File: src/rtl/eep_pkg.sv
package eep_pkg;
  typedef enum logic [2:0] {
    ST_IDLE,
    ST_OPC,
    ST_ADDR,
    ST_READ,
    ST_WRITE,
    ST_SKIP
  } ctl_state_t;

  localparam logic [1:0] OP_READ  = 2'b10;
  localparam logic [1:0] OP_WRITE = 2'b01;
endpackage

File: src/rtl/eep_pin_sync.sv
module eep_pin_sync #(
  parameter int STAGES = 2
) (
  input  logic clk,
  input  logic rst_n,
  input  logic cs_pin,
  input  logic sk_pin,
  input  logic di_pin,
  output logic cs_s,
  output logic di_s,
  output logic sk_rise
);
  localparam int NPINS = 3;

  logic [NPINS-1:0] pins_in;
  logic [NPINS-1:0] pins_s;
  logic             sk_prev;

  assign pins_in = {di_pin, sk_pin, cs_pin};

  generate
    for (genvar p = 0; p < NPINS; p++) begin : g_pin
      logic [STAGES-1:0] chain_q;
      always_ff @(posedge clk or negedge rst_n) begin
        if (!rst_n) chain_q <= '0;
        else        chain_q <= {chain_q[STAGES-2:0], pins_in[p]};
      end
      assign pins_s[p] = chain_q[STAGES-1];
    end
  endgenerate

  always_ff @(posedge clk or negedge rst_n) begin
    if (!rst_n) sk_prev <= 1'b0;
    else        sk_prev <= pins_s[1];
  end

  assign cs_s    = pins_s[0];
  assign di_s    = pins_s[2];
  assign sk_rise = pins_s[1] & ~sk_prev;
endmodule

File: src/rtl/eep_ctrl.sv
module eep_ctrl
  import eep_pkg::*;
#(
  parameter int ADDR_W = 6,
  parameter int DATA_W = 16
) (
  input  logic              clk,
  input  logic              rst_n,
  input  logic              cs_s,
  input  logic              di_s,
  input  logic              sk_rise,
  input  logic              busy,
  input  logic [DATA_W-1:0] rdata,
  output logic [ADDR_W-1:0] rd_addr_nxt,
  output logic              wr_start,
  output logic [ADDR_W-1:0] wr_addr,
  output logic              word_valid,
  output logic [DATA_W-1:0] word,
  output logic              commit_req,
  output logic              ser_out,
  output logic              ser_out_en
);
  localparam int IW      = $clog2(DATA_W);
  localparam int CNT_MAX = (DATA_W > ADDR_W) ? DATA_W : ADDR_W;
  localparam int CW      = $clog2(CNT_MAX);

  ctl_state_t        state;
  logic [CW-1:0]     cnt;
  logic [1:0]        opc;
  logic [ADDR_W-1:0] addr_sr;
  logic [DATA_W-1:0] data_sr;
  logic [ADDR_W-1:0] rd_addr;
  logic [IW-1:0]     rd_idx;
  logic [IW-1:0]     nxt_idx;
  logic              dummy;
  logic              do_bit;
  logic              have_word;
  logic              poll_en;
  logic [ADDR_W-1:0] a_nxt;
  logic [DATA_W-1:0] d_nxt;

  assign a_nxt = {addr_sr[ADDR_W-2:0], di_s};
  assign d_nxt = {data_sr[DATA_W-2:0], di_s};

  // next read position: the dummy bit leads into the MSB of the same word,
  // the LSB leads into the MSB of the following address
  always_comb begin
    rd_addr_nxt = rd_addr;
    nxt_idx     = rd_idx;
    if (dummy) begin
      nxt_idx = IW'(DATA_W-1);
    end else if (rd_idx == '0) begin
      rd_addr_nxt = rd_addr + 1'b1;
      nxt_idx     = IW'(DATA_W-1);
    end else begin
      nxt_idx = rd_idx - 1'b1;
    end
  end

  always_ff @(posedge clk or negedge rst_n) begin
    if (!rst_n) begin
      state      <= ST_IDLE;
      cnt        <= '0;
      opc        <= '0;
      addr_sr    <= '0;
      data_sr    <= '0;
      rd_addr    <= '0;
      rd_idx     <= '0;
      dummy      <= 1'b0;
      do_bit     <= 1'b0;
      have_word  <= 1'b0;
      poll_en    <= 1'b0;
      wr_start   <= 1'b0;
      wr_addr    <= '0;
      word_valid <= 1'b0;
      word       <= '0;
      commit_req <= 1'b0;
    end else begin
      wr_start   <= 1'b0;
      word_valid <= 1'b0;
      commit_req <= 1'b0;
      if (!cs_s) begin
        if (state == ST_WRITE && have_word) begin
          commit_req <= 1'b1;
          poll_en    <= 1'b1;
        end
        state <= ST_IDLE;
      end else if (sk_rise) begin
        unique case (state)
          ST_IDLE: begin
            if (di_s && !busy) begin
              state   <= ST_OPC;
              cnt     <= '0;
              poll_en <= 1'b0;
            end
          end
          ST_OPC: begin
            opc <= {opc[0], di_s};
            if (cnt == CW'(1)) begin
              state <= ST_ADDR;
              cnt   <= '0;
            end else begin
              cnt <= cnt + 1'b1;
            end
          end
          ST_ADDR: begin
            addr_sr <= a_nxt;
            if (cnt == CW'(ADDR_W-1)) begin
              cnt <= '0;
              if (opc == OP_READ) begin
                state   <= ST_READ;
                rd_addr <= a_nxt;
                dummy   <= 1'b1;
                do_bit  <= 1'b0;
              end else if (opc == OP_WRITE) begin
                state     <= ST_WRITE;
                wr_start  <= 1'b1;
                wr_addr   <= a_nxt;
                have_word <= 1'b0;
              end else begin
                state <= ST_SKIP;
              end
            end else begin
              cnt <= cnt + 1'b1;
            end
          end
          ST_READ: begin
            do_bit  <= rdata[nxt_idx];
            rd_addr <= rd_addr_nxt;
            rd_idx  <= nxt_idx;
            dummy   <= 1'b0;
          end
          ST_WRITE: begin
            data_sr <= d_nxt;
            if (cnt == CW'(DATA_W-1)) begin
              cnt        <= '0;
              word_valid <= 1'b1;
              word       <= d_nxt;
              have_word  <= 1'b1;
            end else begin
              cnt <= cnt + 1'b1;
            end
          end
          default: ;
        endcase
      end
    end
  end

  assign ser_out_en = cs_s && ((state == ST_READ) || (state == ST_IDLE && poll_en));
  assign ser_out    = (state == ST_READ) ? do_bit : ~busy;


  // the first bit after entering a read is the dummy zero
  dummy_zero_chk: assert property (@(posedge clk) disable iff (!rst_n)
    ($past(state) != ST_READ && state == ST_READ) |-> (do_bit == 1'b0 && dummy));


  // after the LSB of a word the read address advances by one
  seq_incr_chk: assert property (@(posedge clk) disable iff (!rst_n)
    (state == ST_READ && cs_s && sk_rise && !dummy && rd_idx == '0)
      |=> (rd_addr == $past(rd_addr) + 1'b1));


  // no command is started while the store cycle runs
  busy_ignore_chk: assert property (@(posedge clk) disable iff (!rst_n)
    (busy && state == ST_IDLE) |=> (state == ST_IDLE));


  // the output is never enabled once chip-select is low
  oe_off_chk: assert property (@(posedge clk) disable iff (!rst_n)
    !cs_s |-> !ser_out_en);
endmodule

File: src/rtl/eep_page_buf.sv
module eep_page_buf #(
  parameter int ADDR_W = 6,
  parameter int DATA_W = 16,
  parameter int PAGE_W = 3
) (
  input  logic                     clk,
  input  logic                     rst_n,
  input  logic                     wr_start,
  input  logic [ADDR_W-1:0]        wr_addr,
  input  logic                     word_valid,
  input  logic [DATA_W-1:0]        word,
  output logic [ADDR_W-PAGE_W-1:0] page_base,
  output logic [(1<<PAGE_W)-1:0]   slot_valid,
  output logic [DATA_W-1:0]        slot_q [1<<PAGE_W]
);
  localparam int PAGES = 1 << PAGE_W;

  logic [PAGE_W-1:0] ptr;

  always_ff @(posedge clk or negedge rst_n) begin
    if (!rst_n) begin
      page_base  <= '0;
      ptr        <= '0;
      slot_valid <= '0;
      for (int i = 0; i < PAGES; i++) slot_q[i] <= '0;
    end else if (wr_start) begin
      page_base  <= wr_addr[ADDR_W-1:PAGE_W];
      ptr        <= wr_addr[PAGE_W-1:0];
      slot_valid <= '0;
    end else if (word_valid) begin
      slot_q[ptr]     <= word;
      slot_valid[ptr] <= 1'b1;
      ptr             <= ptr + 1'b1;
    end
  end


  // each received word moves the slot pointer on, wrapping inside the page
  page_ptr_chk: assert property (@(posedge clk) disable iff (!rst_n)
    (word_valid && !wr_start) |=> (ptr == $past(ptr) + 1'b1));


  // the slot just written is marked for commit
  slot_mark_chk: assert property (@(posedge clk) disable iff (!rst_n)
    (word_valid && !wr_start) |=> slot_valid[$past(ptr)]);
endmodule

File: src/rtl/eep_store.sv
module eep_store #(
  parameter int ADDR_W       = 6,
  parameter int DATA_W       = 16,
  parameter int PAGE_W       = 3,
  parameter int WRITE_CYCLES = 2500
) (
  input  logic                     clk,
  input  logic                     rst_n,
  input  logic                     commit_req,
  input  logic [ADDR_W-PAGE_W-1:0] page_base,
  input  logic [(1<<PAGE_W)-1:0]   slot_valid,
  input  logic [DATA_W-1:0]        slot_q [1<<PAGE_W],
  input  logic [ADDR_W-1:0]        rd_addr,
  output logic [DATA_W-1:0]        rdata,
  output logic                     busy
);
  localparam int PAGES = 1 << PAGE_W;
  localparam int DEPTH = 1 << ADDR_W;
  localparam int TW    = $clog2(WRITE_CYCLES + 1);

  logic [DATA_W-1:0] mem [DEPTH];
  logic [TW-1:0]     timer;
  logic              finish;

  assign finish = busy && (timer == '0);
  assign rdata  = mem[rd_addr];

  always_ff @(posedge clk or negedge rst_n) begin
    if (!rst_n) begin
      busy  <= 1'b0;
      timer <= '0;
    end else if (commit_req && !busy) begin
      busy  <= 1'b1;
      timer <= TW'(WRITE_CYCLES - 1);
    end else if (busy) begin
      if (timer == '0) busy <= 1'b0;
      else             timer <= timer - 1'b1;
    end
  end

  // a whole-word store replaces every bit, which covers the clear phase
  always_ff @(posedge clk or negedge rst_n) begin
    if (!rst_n) begin
      for (int w = 0; w < DEPTH; w++) mem[w] <= '0;
    end else if (finish) begin
      for (int i = 0; i < PAGES; i++) begin
        if (slot_valid[i]) mem[{page_base, PAGE_W'(i)}] <= slot_q[i];
      end
    end
  end


  // busy holds while the cycle counter has not run out
  busy_hold_chk: assert property (@(posedge clk) disable iff (!rst_n)
    (busy && timer != '0) |=> (busy && timer == $past(timer) - 1'b1));


  // a commit request starts the self-timed cycle
  commit_start_chk: assert property (@(posedge clk) disable iff (!rst_n)
    (commit_req && !busy) |=> busy);


  // the cycle ends right after the final count
  busy_end_chk: assert property (@(posedge clk) disable iff (!rst_n)
    finish |=> !busy);
endmodule

File: src/rtl/serial_eeprom_x16.sv
module serial_eeprom_x16 #(
  parameter int ADDR_W       = 6,
  parameter int DATA_W       = 16,
  parameter int PAGE_W       = 3,
  parameter int WRITE_CYCLES = 2500,
  parameter int SYNC_STAGES  = 2
) (
  input  logic clk,
  input  logic rst_n,
  input  logic chip_sel,
  input  logic ser_clk,
  input  logic ser_in,
  output logic ser_out,
  output logic ser_out_en
);
  localparam int PAGES = 1 << PAGE_W;
  localparam int PB_W  = ADDR_W - PAGE_W;

  logic              cs_s;
  logic              di_s;
  logic              sk_rise;
  logic              busy;
  logic [DATA_W-1:0] rdata;
  logic [ADDR_W-1:0] rd_addr;
  logic              wr_start;
  logic [ADDR_W-1:0] wr_addr;
  logic              word_valid;
  logic [DATA_W-1:0] word;
  logic              commit_req;
  logic [PB_W-1:0]   page_base;
  logic [PAGES-1:0]  slot_valid;
  logic [DATA_W-1:0] slot_q [PAGES];

  eep_pin_sync #(.STAGES(SYNC_STAGES)) u_sync (
    .clk     (clk),
    .rst_n   (rst_n),
    .cs_pin  (chip_sel),
    .sk_pin  (ser_clk),
    .di_pin  (ser_in),
    .cs_s    (cs_s),
    .di_s    (di_s),
    .sk_rise (sk_rise)
  );

  eep_ctrl #(.ADDR_W(ADDR_W), .DATA_W(DATA_W)) u_ctrl (
    .clk         (clk),
    .rst_n       (rst_n),
    .cs_s        (cs_s),
    .di_s        (di_s),
    .sk_rise     (sk_rise),
    .busy        (busy),
    .rdata       (rdata),
    .rd_addr_nxt (rd_addr),
    .wr_start    (wr_start),
    .wr_addr     (wr_addr),
    .word_valid  (word_valid),
    .word        (word),
    .commit_req  (commit_req),
    .ser_out     (ser_out),
    .ser_out_en  (ser_out_en)
  );

  eep_page_buf #(.ADDR_W(ADDR_W), .DATA_W(DATA_W), .PAGE_W(PAGE_W)) u_page (
    .clk        (clk),
    .rst_n      (rst_n),
    .wr_start   (wr_start),
    .wr_addr    (wr_addr),
    .word_valid (word_valid),
    .word       (word),
    .page_base  (page_base),
    .slot_valid (slot_valid),
    .slot_q     (slot_q)
  );

  eep_store #(
    .ADDR_W(ADDR_W), .DATA_W(DATA_W), .PAGE_W(PAGE_W), .WRITE_CYCLES(WRITE_CYCLES)
  ) u_store (
    .clk        (clk),
    .rst_n      (rst_n),
    .commit_req (commit_req),
    .page_base  (page_base),
    .slot_valid (slot_valid),
    .slot_q     (slot_q),
    .rd_addr    (rd_addr),
    .rdata      (rdata),
    .busy       (busy)
  );
endmodule

File: config.mk
export PLATFORM = sky130hd
export DESIGN_NAME = serial_eeprom_x16
export DESIGN_NICKNAME = d
export VERILOG_FILES = /design/src/rtl/eep_pkg.sv /design/src/rtl/eep_pin_sync.sv /design/src/rtl/eep_ctrl.sv /design/src/rtl/eep_page_buf.sv /design/src/rtl/eep_store.sv /design/src/rtl/serial_eeprom_x16.sv
export SDC_FILE = /design/constraint.sdc
export NUM_CORES = 2
export LEC_CHECK = 0
export ABC_AREA = 1
export BUFFER_PORTS_ARGS = -buffer_cell sky130_fd_sc_hd__buf_2
export CAP_MARGIN = 15
export CELL_PAD_IN_SITES_DETAIL_PLACEMENT = 1
export CELL_PAD_IN_SITES_GLOBAL_PLACEMENT = 1
export CORE_MARGIN = 1
export CORE_UTILIZATION = 53
export DETAILED_ROUTE_END_ITERATION = 8
export PLACE_DENSITY_LB_ADDON = 0.1
export SLEW_MARGIN = 10
export SYNTH_ARGS = -nofsm -noshare
export SYNTH_HDL_FRONTEND = slang
export SYNTH_SLANG_ARGS = --single-unit
export TNS_END_PERCENT = 30
File: constraint.sdc
create_clock -name clk -period 4.3 [get_ports clk]
set_input_delay 0.215 -clock clk [delete_from_list [all_inputs] [get_ports clk]]
set_output_delay 0.215 -clock clk [all_outputs]
set_load 0.01 [all_outputs]
==> flow_metrics.tcl <==
set metrics [dict create \
    final.setup.worst_slack_ps 115 \
    busiest_layer "met2" \
    p_leak_nw 26.7 \
    synth_xor_xnor_area_share 0.000929 \
    ys_types 38 \
    fmax_mhz 239 \
    synth_area_um2 55200 \
    worst-path-buf-inv 4 \
    clk_latency_ps 770 \
    dr.pass1.iters 6 \
    ir_worst_vdd_mv 0.816 \
    setup_tns_ps 0 \
    synth_compound_area_frac 0.115 \
    yosys.area_share.simple 0.263 \
    drv_cap 0 \
    cp_max_fo 55 \
    finalPower_mw 37.7 \
    netSwitchingFraction 0.399 \
    syn-num-nets 6689 \
    grt_overflow 0 \
    crit_path_max_incr_delay_ps 520 \
    die_h_um 325 \
    placed_area_um2 57100 \
    finalClockSkew_ps 21.9 \
    layout_min_cycle_time_ps 4190 \
    start_kind "register" \
    register_area_um2 31400 \
    synth_fa_ha_area_frac 0.00136 \
    cts_tree "done" \
    cp-end-kind "register" \
    gr-usage-met1 0.559 \
    clkSinkCount 1254 \
    netlist_instances 6678 \
    synth_largest_area_cell "dfrtp_1" \
    antenna_found_initial 3 \
    grt_pass1_vias 52977 \
    pin_count 7 \
    first_iter_violations 5866 \
    fillers 12197 \
    comb_power_share 0.355 \
    synth_edf_count 0 \
    fin_cells 8025 \
    gr-usage-met3 0.0747 \
    die_x_um 325 \
    place_ws_ps 167 \
    fin_area_um2 61800 \
    yosys-mux-area-fraction 0.000181 \
    finalHoldViolCount 0 \
    fin_crit_sh 0.973 \
    dieArea_um2 105000 \
    wirelength_um 230000 \
    critPathKind "register to register" \
    coreArea_um2 103000 \
    grt_pass1_wl_um 344000 \
    ant_nets 0 \
    ys_top_cells_by_area "dfrtp_1 57%, nand2_1 15%, o21ai_0 11%, nand3_1 10%, buf_2 1.8%" \
    mostFrequentLayoutCells "2274 x nand2_1, 1254 x dfrtp_1, 1230 x o21ai_0, 1042 x nand3_1, 228 x inv_1" \
    gp_routability_congestion 0.933 \
    cts_buffers 139 \
    vias_per_cell 6.39 \
    p_sw_mw 15.0 \
    wire_per_inst_um 28.6 \
    synth_flop_cell "dfrtp_1" \
    clock-root-buffer "clkbuf_16" \
    powerDensity_nw_per_um2 609 \
    synth_warnings 0 \
    rows 118 \
    vias 51284 \
    netlist.area_leader.share 0.569 \
    drive_above_1_share 0.0710 \
    critical_path.cell_chain "inv_1, ha_1, nand4_1, xnor2_2, inv_4, buf_12, buf_4, nand3_1, nand3_1, nand3_1, nand3_1, nand3_1, nand3_1, nand3_1, nand3_1, nand3_1, nand2_1" \
    status "finished clean" \
    grt_max_degree 122 \
    placedCellCount 7770 \
    worstPathRequired_ps 5010 \
    area_delta_synth_final_pct 12.1 \
    port_buffers 6 \
    grt_use_total 0.439 \
    cp_common_cell "nand3_1" \
    final_common_cell "nand2_1" \
    dp_hpwl_um 138000 \
    clk_pin_slew_ps 60 \
    intPower_mw 22.6 \
    clock_power_share 0.328 \
    start_util 0.534 \
    rsz0062_at_grt "false" \
    maxSlewViolCount 0 \
    cts_max_path_buffers 3 \
    multi_input_area_um2 21400 \
    final_nets 6551 \
    synth-seq-area-share 0.569 \
    power_frac_seq 0.318 \
    arrival_ps 4900 \
    hold_class "primary input to async pin" \
    synth_top_family_by_area "simple AND/OR/NAND/NOR gates" \
    globalRouteMet2Util 0.671 \
    setup_viol 0 \
    utilization 0.598 \
    ys_async_sr_fraction 1.00 \
    syn_area_per_cell_um2 8.27 \
    crit_family "simple AND/OR/NAND/NOR gates" \
    tightest_slew_ps 1190 \
    crit_slowest_cell "nand3_1" \
    drc 0 \
    cts_max_level 4 \
    max_slew_margin 0.204 \
    ys_ff_latch 1254 \
    whs_ps 99.6 \
]
cells in the mapped netlist, drive strengths merged, types with 3 or more instances:
cell / instances
inv: 233
clkbuf: 243
nor2: 51
nand2: 2277
ha: 6
o211ai: 4
dfrtp: 1254
xor2: 3
or2: 3
nor3: 21
buf: 214
o21ai: 1231
o221ai: 7
a21oi: 7
nand3: 1103
nand4: 6
flip-flops by register name, indices dropped and copies added (netlist names), 2 cells and up:
register              flops
u_page.page_base          3
u_page.slot_q           128
u_ctrl.word              16
u_ctrl.cnt                4
u_ctrl.addr_sr            5
u_store.mem            1024
u_ctrl.rd_idx             4
u_ctrl.state              3
u_page.ptr                3
u_ctrl.opc                2
u_store.timer            12
u_page.slot_valid         8
u_ctrl.wr_addr            6
u_ctrl.rd_addr            6
u_ctrl.data_sr           15
u_sync.g_pin.chain_q      6
worst paths after layout:
kind,depth (start not counted),start,slack (ps),to
worst max-delay path,17,u_ctrl.rd_idx[0]$_DFFE_PN0P_,110,u_ctrl.do_bit$_DFFE_PN0P_
worst min-delay path,2,rst_n,100,u_store.mem[69]$_DFFE_PN0P_
worst max register to register,17,u_ctrl.rd_idx[0]$_DFFE_PN0P_,110,u_ctrl.do_bit$_DFFE_PN0P_
worst min register to register,0,u_sync.g_pin[1].chain_q[0]$_DFF_PN0_,350,u_sync.g_pin[1].chain_q[1]$_DFF_PN0_
max in group asynchronous,3,rst_n,2880,u_store.mem[196]$_DFFE_PN0P_
min in group clk,2,chip_sel,100,u_sync.g_pin[0].chain_q[0]$_DFF_PN0_
metal layers:
layer,share of wire,up-vias
met5,0.000057,-
li1,-,21727
met1,0.38,26196
met4,0.091,2
met2,0.45,2608
met3,0.085,751
power groups by stage:
stage,Combinational [mW],Sequential (mW),Clock [mW]
floorplan,7.46,12.2,0
global placement,12.5,12.2,0
detailed placement,12.6,12.2,0
CTS,12.7,12.0,12.4
global route,13.8,12.0,12.8
finish,13.4,12.0,12.3
repair_timing:
item	in CTS	in global routing
resized for setup	0	3
endpoints found under the setup margin	0	1
buffers inserted	0	4
endpoints found under the hold margin	106	0
hold buffers	4	0
logic make-up (layout without fill, tap and decap cells):
kind of cell	after synthesis	after routing
xor gates and xnor gates	5	5
AOI/OAI and AO/OA	1256	1256
muxes	1	1
adders and majority gates	6	6
other	0	1
and+or+nand+nor	3465	3466
DFF	1254	1254
buffers and inverters	691	656
layout make-up:
class | instances | share of cell area
flip-flops and latches | 1254 | 0.507
repair buffers | 177 | 0.0295
clock buffers | 210 | 0.0688
clock inverters | 35 | 0.00662
diodes | 1 | 0.0000405
multi-input cells | 4734 | 0.346
inverters | 234 | 0.0142
well taps | 1380 | 0.0279
Note: power is estimated with default switching activity, not from simulation.
